`src/rtl/spi_xfer_pkg.sv`:
```
package spi_xfer_pkg;
  typedef enum logic [2:0] {
    ST_IDLE,
    ST_CS,
    ST_LEAD,
    ST_SHIFT,
    ST_TRAIL,
    ST_DONE
  } xfer_state_t;
endpackage

```
`src/rtl/spi_dly_timer.sv`:
```
// Down-counter shared by the lead, half-period and tail intervals.
module spi_dly_timer #(
  parameter int W = 9
) (
  input  logic         clk,
  input  logic         rst,
  input  logic         load,
  input  logic [W-1:0] load_val,
  output logic         at_one
);
  logic [W-1:0] cnt_q;

  always_ff @(posedge clk) begin
    if (rst)               cnt_q <= '0;
    else if (load)         cnt_q <= load_val;
    else if (cnt_q != '0)  cnt_q <= cnt_q - 1'b1;
  end

  assign at_one = (cnt_q == W'(1));
endmodule

```
`src/rtl/spi_ctl_reg.sv`:
```
// Control word: run bit on top, lead count, tail count.
module spi_ctl_reg #(
  parameter int LEAD_W  = 7,
  parameter int TRAIL_W = 8
) (
  input  logic                      clk,
  input  logic                      rst,
  input  logic                      wr,
  input  logic [LEAD_W+TRAIL_W:0]   wdata,
  input  logic                      abort_lock,
  input  logic                      fsm_idle,
  input  logic                      auto_clr,
  output logic                      start,
  output logic                      abort,
  output logic [LEAD_W-1:0]         lead_f,
  output logic [TRAIL_W-1:0]        trail_f,
  output logic [LEAD_W+TRAIL_W:0]   rdata
);
  localparam int RUN_BIT = LEAD_W + TRAIL_W;

  logic run_q;

  assign start = wr &&  wdata[RUN_BIT] && !run_q && fsm_idle;
  assign abort = wr && !wdata[RUN_BIT] &&  run_q && !abort_lock;

  always_ff @(posedge clk) begin
    if (rst) begin
      run_q   <= 1'b0;
      lead_f  <= '0;
      trail_f <= '0;
    end else begin
      if (auto_clr)   run_q <= 1'b0;
      else if (start) run_q <= 1'b1;
      else if (abort) run_q <= 1'b0;
      if (wr) begin
        lead_f  <= wdata[RUN_BIT-1:TRAIL_W];
        trail_f <= wdata[TRAIL_W-1:0];
      end
    end
  end

  assign rdata = {run_q, lead_f, trail_f};
endmodule

```
`src/rtl/spi_word_shifter.sv`:
```
// Transmit and receive shift registers; the phase mode picks which edges change and which sample.
module spi_word_shifter #(
  parameter int WORD_W = 16
) (
  input  logic              clk,
  input  logic              rst,
  input  logic              load,
  input  logic [WORD_W-1:0] load_word,
  input  logic              load_cpha,
  input  logic              edge_go,
  input  logic              edge_lead,
  input  logic              miso,
  output logic              mosi,
  output logic [WORD_W-1:0] rx_word
);
  logic [WORD_W-1:0] tx_sh;
  logic              cpha_q;
  logic              change_edge;

  assign change_edge = cpha_q ? edge_lead : !edge_lead;

  always_ff @(posedge clk) begin
    if (rst) begin
      tx_sh   <= '0;
      rx_word <= '0;
      mosi    <= 1'b0;
      cpha_q  <= 1'b0;
    end else if (load) begin
      cpha_q <= load_cpha;
      mosi   <= load_word[WORD_W-1];
      tx_sh  <= load_cpha ? load_word : {load_word[WORD_W-2:0], 1'b0};
    end else if (edge_go) begin
      if (change_edge) begin
        mosi  <= tx_sh[WORD_W-1];
        tx_sh <= {tx_sh[WORD_W-2:0], 1'b0};
      end else begin
        rx_word <= {rx_word[WORD_W-2:0], miso};
      end
    end
  end
endmodule

```
`src/rtl/spi_xfer_engine.sv`:
```
module spi_xfer_engine
  import spi_xfer_pkg::*;
#(
  parameter int WORD_W  = 16,
  parameter int LEAD_W  = 7,
  parameter int TRAIL_W = 8,
  parameter int DIV_W   = 8
) (
  input  logic                    clk,
  input  logic                    rst,
  input  logic                    ctl_wr,
  input  logic [LEAD_W+TRAIL_W:0] ctl_wdata,
  output logic [LEAD_W+TRAIL_W:0] ctl_rdata,
  input  logic                    abort_lock,
  input  logic                    halt_req,
  input  logic                    cmd_lead_dly,
  input  logic                    cmd_trail_dly,
  input  logic [WORD_W-1:0]       cmd_tx,
  input  logic                    cpol,
  input  logic                    cpha,
  input  logic [DIV_W-1:0]        sck_half,
  input  logic                    miso,
  output logic                    sck,
  output logic                    mosi,
  output logic                    cs_n,
  output logic                    busy,
  output logic                    rx_valid,
  output logic [WORD_W-1:0]       rx_data
);
  localparam int MAXW      = (LEAD_W > TRAIL_W) ? ((LEAD_W > DIV_W) ? LEAD_W : DIV_W)
                                                : ((TRAIL_W > DIV_W) ? TRAIL_W : DIV_W);
  localparam int TMR_W     = MAXW + 1;
  localparam int LEAD_MAX  = 1 << LEAD_W;
  localparam int TRAIL_MAX = 1 << TRAIL_W;
  localparam int DIV_MAX   = 1 << DIV_W;
  localparam int N_EDGES   = 2 * WORD_W;
  localparam int EDGE_W    = $clog2(N_EDGES);

  xfer_state_t         state_q;
  logic                cpol_q, lead_en_q, trail_en_q, halt_pend_q;
  logic [EDGE_W-1:0]   edge_q;
  logic                start, abort, auto_clr, tmr_one;
  logic                tmr_load, edge_go, last_edge;
  logic [TMR_W-1:0]    tmr_val, lead_n, trail_n, half_n;
  logic [LEAD_W-1:0]   lead_f;
  logic [TRAIL_W-1:0]  trail_f;
  logic [WORD_W-1:0]   rx_word;

  spi_ctl_reg #(.LEAD_W(LEAD_W), .TRAIL_W(TRAIL_W)) u_ctl (
    .clk(clk), .rst(rst), .wr(ctl_wr), .wdata(ctl_wdata), .abort_lock(abort_lock),
    .fsm_idle(state_q == ST_IDLE), .auto_clr(auto_clr), .start(start), .abort(abort),
    .lead_f(lead_f), .trail_f(trail_f), .rdata(ctl_rdata)
  );

  // Interval lengths; a zero field or divider means the largest count.
  assign half_n  = (sck_half == '0) ? TMR_W'(DIV_MAX) : TMR_W'(sck_half);
  assign lead_n  = !lead_en_q ? half_n
                 : (lead_f == '0) ? TMR_W'(LEAD_MAX) : TMR_W'(lead_f);
  assign trail_n = (halt_req || halt_pend_q || !trail_en_q) ? TMR_W'(1)
                 : (trail_f == '0) ? TMR_W'(TRAIL_MAX) : TMR_W'(trail_f);

  assign edge_go   = tmr_one && (state_q == ST_LEAD || state_q == ST_SHIFT);
  assign last_edge = (edge_q == EDGE_W'(N_EDGES - 1));
  assign auto_clr  = (state_q == ST_TRAIL) && tmr_one && !abort;

  always_comb begin
    tmr_load = 1'b0;
    tmr_val  = half_n;
    if (state_q == ST_CS) begin
      tmr_load = 1'b1;
      tmr_val  = lead_n;
    end else if (edge_go) begin
      tmr_load = 1'b1;
      tmr_val  = (state_q == ST_SHIFT && last_edge) ? trail_n : half_n;
    end
  end

  spi_dly_timer #(.W(TMR_W)) u_tmr (
    .clk(clk), .rst(rst), .load(tmr_load), .load_val(tmr_val), .at_one(tmr_one)
  );

  spi_word_shifter #(.WORD_W(WORD_W)) u_shift (
    .clk(clk), .rst(rst), .load(start), .load_word(cmd_tx), .load_cpha(cpha),
    .edge_go(edge_go && !abort), .edge_lead(!edge_q[0]), .miso(miso),
    .mosi(mosi), .rx_word(rx_word)
  );

  always_ff @(posedge clk) begin
    if (rst) begin
      state_q     <= ST_IDLE;
      sck         <= 1'b0;
      cs_n        <= 1'b1;
      busy        <= 1'b0;
      rx_valid    <= 1'b0;
      rx_data     <= '0;
      cpol_q      <= 1'b0;
      lead_en_q   <= 1'b0;
      trail_en_q  <= 1'b0;
      halt_pend_q <= 1'b0;
      edge_q      <= '0;
    end else begin
      rx_valid <= 1'b0;
      if (state_q != ST_IDLE && halt_req) halt_pend_q <= 1'b1;
      if (abort) begin
        state_q     <= ST_IDLE;
        cs_n        <= 1'b1;
        busy        <= 1'b0;
        sck         <= cpol_q;
        halt_pend_q <= 1'b0;
      end else begin
        unique case (state_q)
          ST_IDLE: begin
            sck         <= cpol;
            halt_pend_q <= 1'b0;
            if (start) begin
              busy       <= 1'b1;
              cpol_q     <= cpol;
              lead_en_q  <= cmd_lead_dly;
              trail_en_q <= cmd_trail_dly;
              state_q    <= ST_CS;
            end
          end
          ST_CS: begin
            cs_n    <= 1'b0;
            edge_q  <= '0;
            state_q <= ST_LEAD;
          end
          ST_LEAD: if (tmr_one) begin
            sck     <= ~sck;
            edge_q  <= edge_q + 1'b1;
            state_q <= ST_SHIFT;
          end
          ST_SHIFT: if (tmr_one) begin
            sck    <= ~sck;
            edge_q <= edge_q + 1'b1;
            if (last_edge) state_q <= ST_TRAIL;
          end
          ST_TRAIL: if (tmr_one) begin
            cs_n     <= 1'b1;
            busy     <= 1'b0;
            rx_valid <= 1'b1;
            rx_data  <= rx_word;
            state_q  <= ST_DONE;
          end
          ST_DONE: state_q <= ST_IDLE;
          default: state_q <= ST_IDLE;
        endcase
      end
    end
  end
endmodule

```
`config.mk`:
```
export PLATFORM = sky130hd
export DESIGN_NAME = spi_xfer_engine
export DESIGN_NICKNAME = d
export VERILOG_FILES = /design/src/rtl/spi_xfer_pkg.sv /design/src/rtl/spi_dly_timer.sv /design/src/rtl/spi_ctl_reg.sv /design/src/rtl/spi_word_shifter.sv /design/src/rtl/spi_xfer_engine.sv
export SDC_FILE = /design/constraint.sdc
export NUM_CORES = 1
export LEC_CHECK = 0
export CAP_MARGIN = 20
export CORE_MARGIN = 2
export CORE_UTILIZATION = 46
export CTS_CLUSTER_SIZE = 14
export DETAILED_ROUTE_END_ITERATION = 8
export GPL_TIMING_DRIVEN = 0
export PLACE_DENSITY = 0.76
export SYNTH_ARGS = -nofsm -noshare
export SYNTH_HDL_FRONTEND = slang
export SYNTH_SLANG_ARGS = --single-unit
```
`constraint.sdc`:
```
create_clock -name clk -period 2.3 [get_ports clk]
set_clock_uncertainty 0.15 [all_clocks]
set_input_delay 0.46 -clock clk [delete_from_list [all_inputs] [get_ports clk]]
set_output_delay 0.46 -clock clk [all_outputs]
set_load 0.02 [all_outputs]
```
==> results.md <==
* Crit path capture type: flip-flop
* Area after DPL at 5180 um2
* Synth Warn # at 0
* Most used cells in the layout excluding fill and tap cells: sky130_fd_sc_hd__dfxtp_1, sky130_fd_sc_hd__clkdlybuf4s50_1, sky130_fd_sc_hd__nor2_1
* Detailed router's first-iteration violation count at 205
* Commonest register cell after synthesis: sky130_fd_sc_hd__dfxtp_1
* Share of synthesized area occupied by flip-flops and latches at 43.7%
* Post-CTS clock slew at the launch and capture registers of the worst setup and hold paths at 0.09 ns
* Die Span Y at 99.2 um
* Worst setup path category: flip-flop to flip-flop
* Full die area at 9830 um2
* Critical path peak fanout at 5
* Setup crit start kind: flip-flop
* DRC at 0
* Slew at the pin closest to its max-slew limit at 0.673 ns
* Placed cell count at 640
* I/O pin count at 87
* RSZ-0062 raised after global routing: true
* Area Growth Syn to Fin at 33.5%
* Top-area cell type share of the netlist area at 43.7%
* Cell leakage power at 2.08 nW
* Non-Filler Cell Area, Final at 5560 um2
* Routed via count divided by cell count at 5.61
* CTS Buf Count at 9
* Cell type contributing the most total cell area after synthesis: sky130_fd_sc_hd__dfxtp_1
* Vias in the first global route at 3,576
* Largest vdd supply drop at 0.542 mV
* Most common cell after layout, fill and taps aside: sky130_fd_sc_hd__dfxtp_1
* Highest Clock Rate at 439 MHz
* Minimum period implied by the final worst setup slack at 2.28 ns
* Net count after synthesis at 503
* Clock latency on the worst-skew pair at 0.37 ns
* Total congestion overflow at 0
* Most common cell on crit path: sky130_fd_sc_hd__ha_4
* Gate count after technology mapping at 448
* Cell types occupying the most area after synthesis: sky130_fd_sc_hd__dfxtp_1, sky130_fd_sc_hd__mux2i_1, sky130_fd_sc_hd__nor2_1
* Number of synthesized register bits at 91
* Number of failing hold endpoints at the final stage at 0
* Routed wire length at 10,800 um
* Largest net degree at the start of global routing at 19
* Global-route wire length before repair at 17,600 um
* Max cap viols at 0
* Critical-path cell with the highest stage delay: sky130_fd_sc_hd__or4b_4
* Final worst-path setup slack at 0.0228 ns
* Reg2Reg Setup Slack at 0.02 ns
* Number of flops mapped to enable cells by yosys at 0
* Kind of path behind the tightest hold check: flip-flop to flip-flop
* Average wire per cell in the routed design at 16.3 um
* Total GRT Usage at 22.1%
* Pre-CTS setup slack at -0.460 ns
* Vias at 3,730
* Number of optimization iterations in the first detailed-route pass at 5
* Max-slew violation count at 0
* Mean cell area of the mapped netlist at 9.30 um2
* Ratio of total power to cell area at 732 nW/um2
* Synth async-reset ratio at 0%
* Die X at 99.2 um
* Buffer depth of the longest clock path at 2
* HPWL reported at the end of detailed placement at 7860 um
* Data arrival at the endpoint of the critical path at 2.42 ns
* Ordered list of cells on the worst path: ha_4 -> and3_4 -> ha_4 -> nand4b_4 -> nor4b_4 -> or4b_4 -> o22a_1 -> nor3_2
* Htree depth at 3
* Yosys cell types at 63
* Hold bufs inserted after CTS at 0
* Number of diodes at 0
* Placer Congestion at 0.859
* Count of buffers inserted at the top-level ports at 84
* Result of the run: complete, no violations
* Initial core utilization at 47.5%
* Final layout net count at 607
* Cell area after technology mapping at 4170 um2
* Pwr Total at 0.00407 W
* Rel. slew slack at 55.1%
* Antenna violations before repair at 0
* Clock sink count at 91
* Proportion of layout cells with a drive suffix above 1 at 13.5%
* Final cell count without fillers at 665
* Share of the clock period used by the worst path after layout at 99.0%
* Site row count at 34
* Clock tree from TritonCTS: built
* Area inside the core boundary at 8760 um2
* ANT nets after route at 0
* Final setup vio count at 0
* Peak per-stage delay on the critical path at 0.50 ns
* CTS root buffer: sky130_fd_sc_hd__clkbuf_8
* Setup Total Neg Slack at 0 ns
* Required time of the worst setup path at 2.44 ns
## power by group
part	switching (W)	internal, W	leakage (nW)
Combinational	0.000586	0.000528	1.23
Clock	0.000622	0.000534	0.111
Sequential	0.000124	0.00168	0.741
Total	0.00133	0.00274	2.08
## critical path: cells and delay by family (launching register included)
family          cells  cell delay (ns)
simple gates        5             1.17
flops               1             0.39
compound gates      1             0.22
fa+ha+maj           2             0.29
## final timing paths
check	endpoint	startpoint	cells past startpoint
worst max-delay path	u_tmr.cnt_q[8]$_SDFFE_PP0P_	edge_q[0]$_SDFFE_PP0P_	8
worst min-delay path	u_shift.tx_sh[9]$_SDFFE_PP0P_	u_shift.tx_sh[9]$_SDFFE_PP0P_	2
worst max register to register	u_tmr.cnt_q[8]$_SDFFE_PP0P_	edge_q[0]$_SDFFE_PP0P_	8
worst min register to register	u_shift.tx_sh[9]$_SDFFE_PP0P_	u_shift.tx_sh[9]$_SDFFE_PP0P_	2
## synth_stat cells (all sizes together) (2+ instances only)
cell type,number
dfxtp,91
nor2,56
nand2,53
mux2i,52
a21oi,31
a22o,16
buf,16
o211ai,15
clkbuf,14
nor3,8
a22oi,6
nand3,6
nor4,6
o21a,6
o22ai,6
ha,5
a211oi,4
inv,4
nand4,4
nor3b,4
a31oi,3
nand3b,3
nand4b,3
o21ai,3
o31ai,3
a311oi,2
mux2,2
nor2b,2
or4,2
xnor2,2
## per-stage QoR
step                util, %  hold WS [ns]
finish                 63.5         0.307
global placement       59.1         0.289
detailed placement     59.1         0.295
floorplan                 -         0.281
global route           63.5         0.328
CTS                    62.6         0.307
## registers in the layout (all words and copies together) (netlist names), 3 cells and up
signal	flops
u_tmr.cnt_q	9
u_ctl.lead_f	7
state_q	3
u_shift.rx_word	16
u_shift.tx_sh	16
rx_data	16
u_ctl.trail_f	8
edge_q	5
## layout make-up
type	instances	area (um2)
Buffer	28	156
Clock buffer	9	124
Clock inverter	7	95.1
Fill cell	730	3200
Inverter	4	15.0
Multi-Input combinational cell	323	2290
Sequential cell	91	1830
Tap cell	108	135
Timing Repair Buffer	95	923
## layer usage
metal	up-vias	GRT usage, %	wire, um
met4	0	5.06	58
met3	6	6.32	710
met5	-	0	0
met1	1778	29.1	4780
li1	1839	-	-
met2	107	36.3	5290
## cells by family after synthesis
logic type / Yosys count / synth area share (%)
compound gates: 104 / 17.7
xor+xnor: 3 / 0.631
fa+ha+maj: 5 / 1.50
buf+inv: 34 / 4.14
flops: 91 / 43.7
mux: 54 / 13.0
simple gates: 157 / 19.3
## timing repair
action | CTS | global route
gates resized for setup | 5 | 16
pin swaps | 4 | 1
endpoints found under the setup margin | 42 | 43
buffers inserted | 9 | 2
No activity file was read; power rests on OpenSTA's default activity.
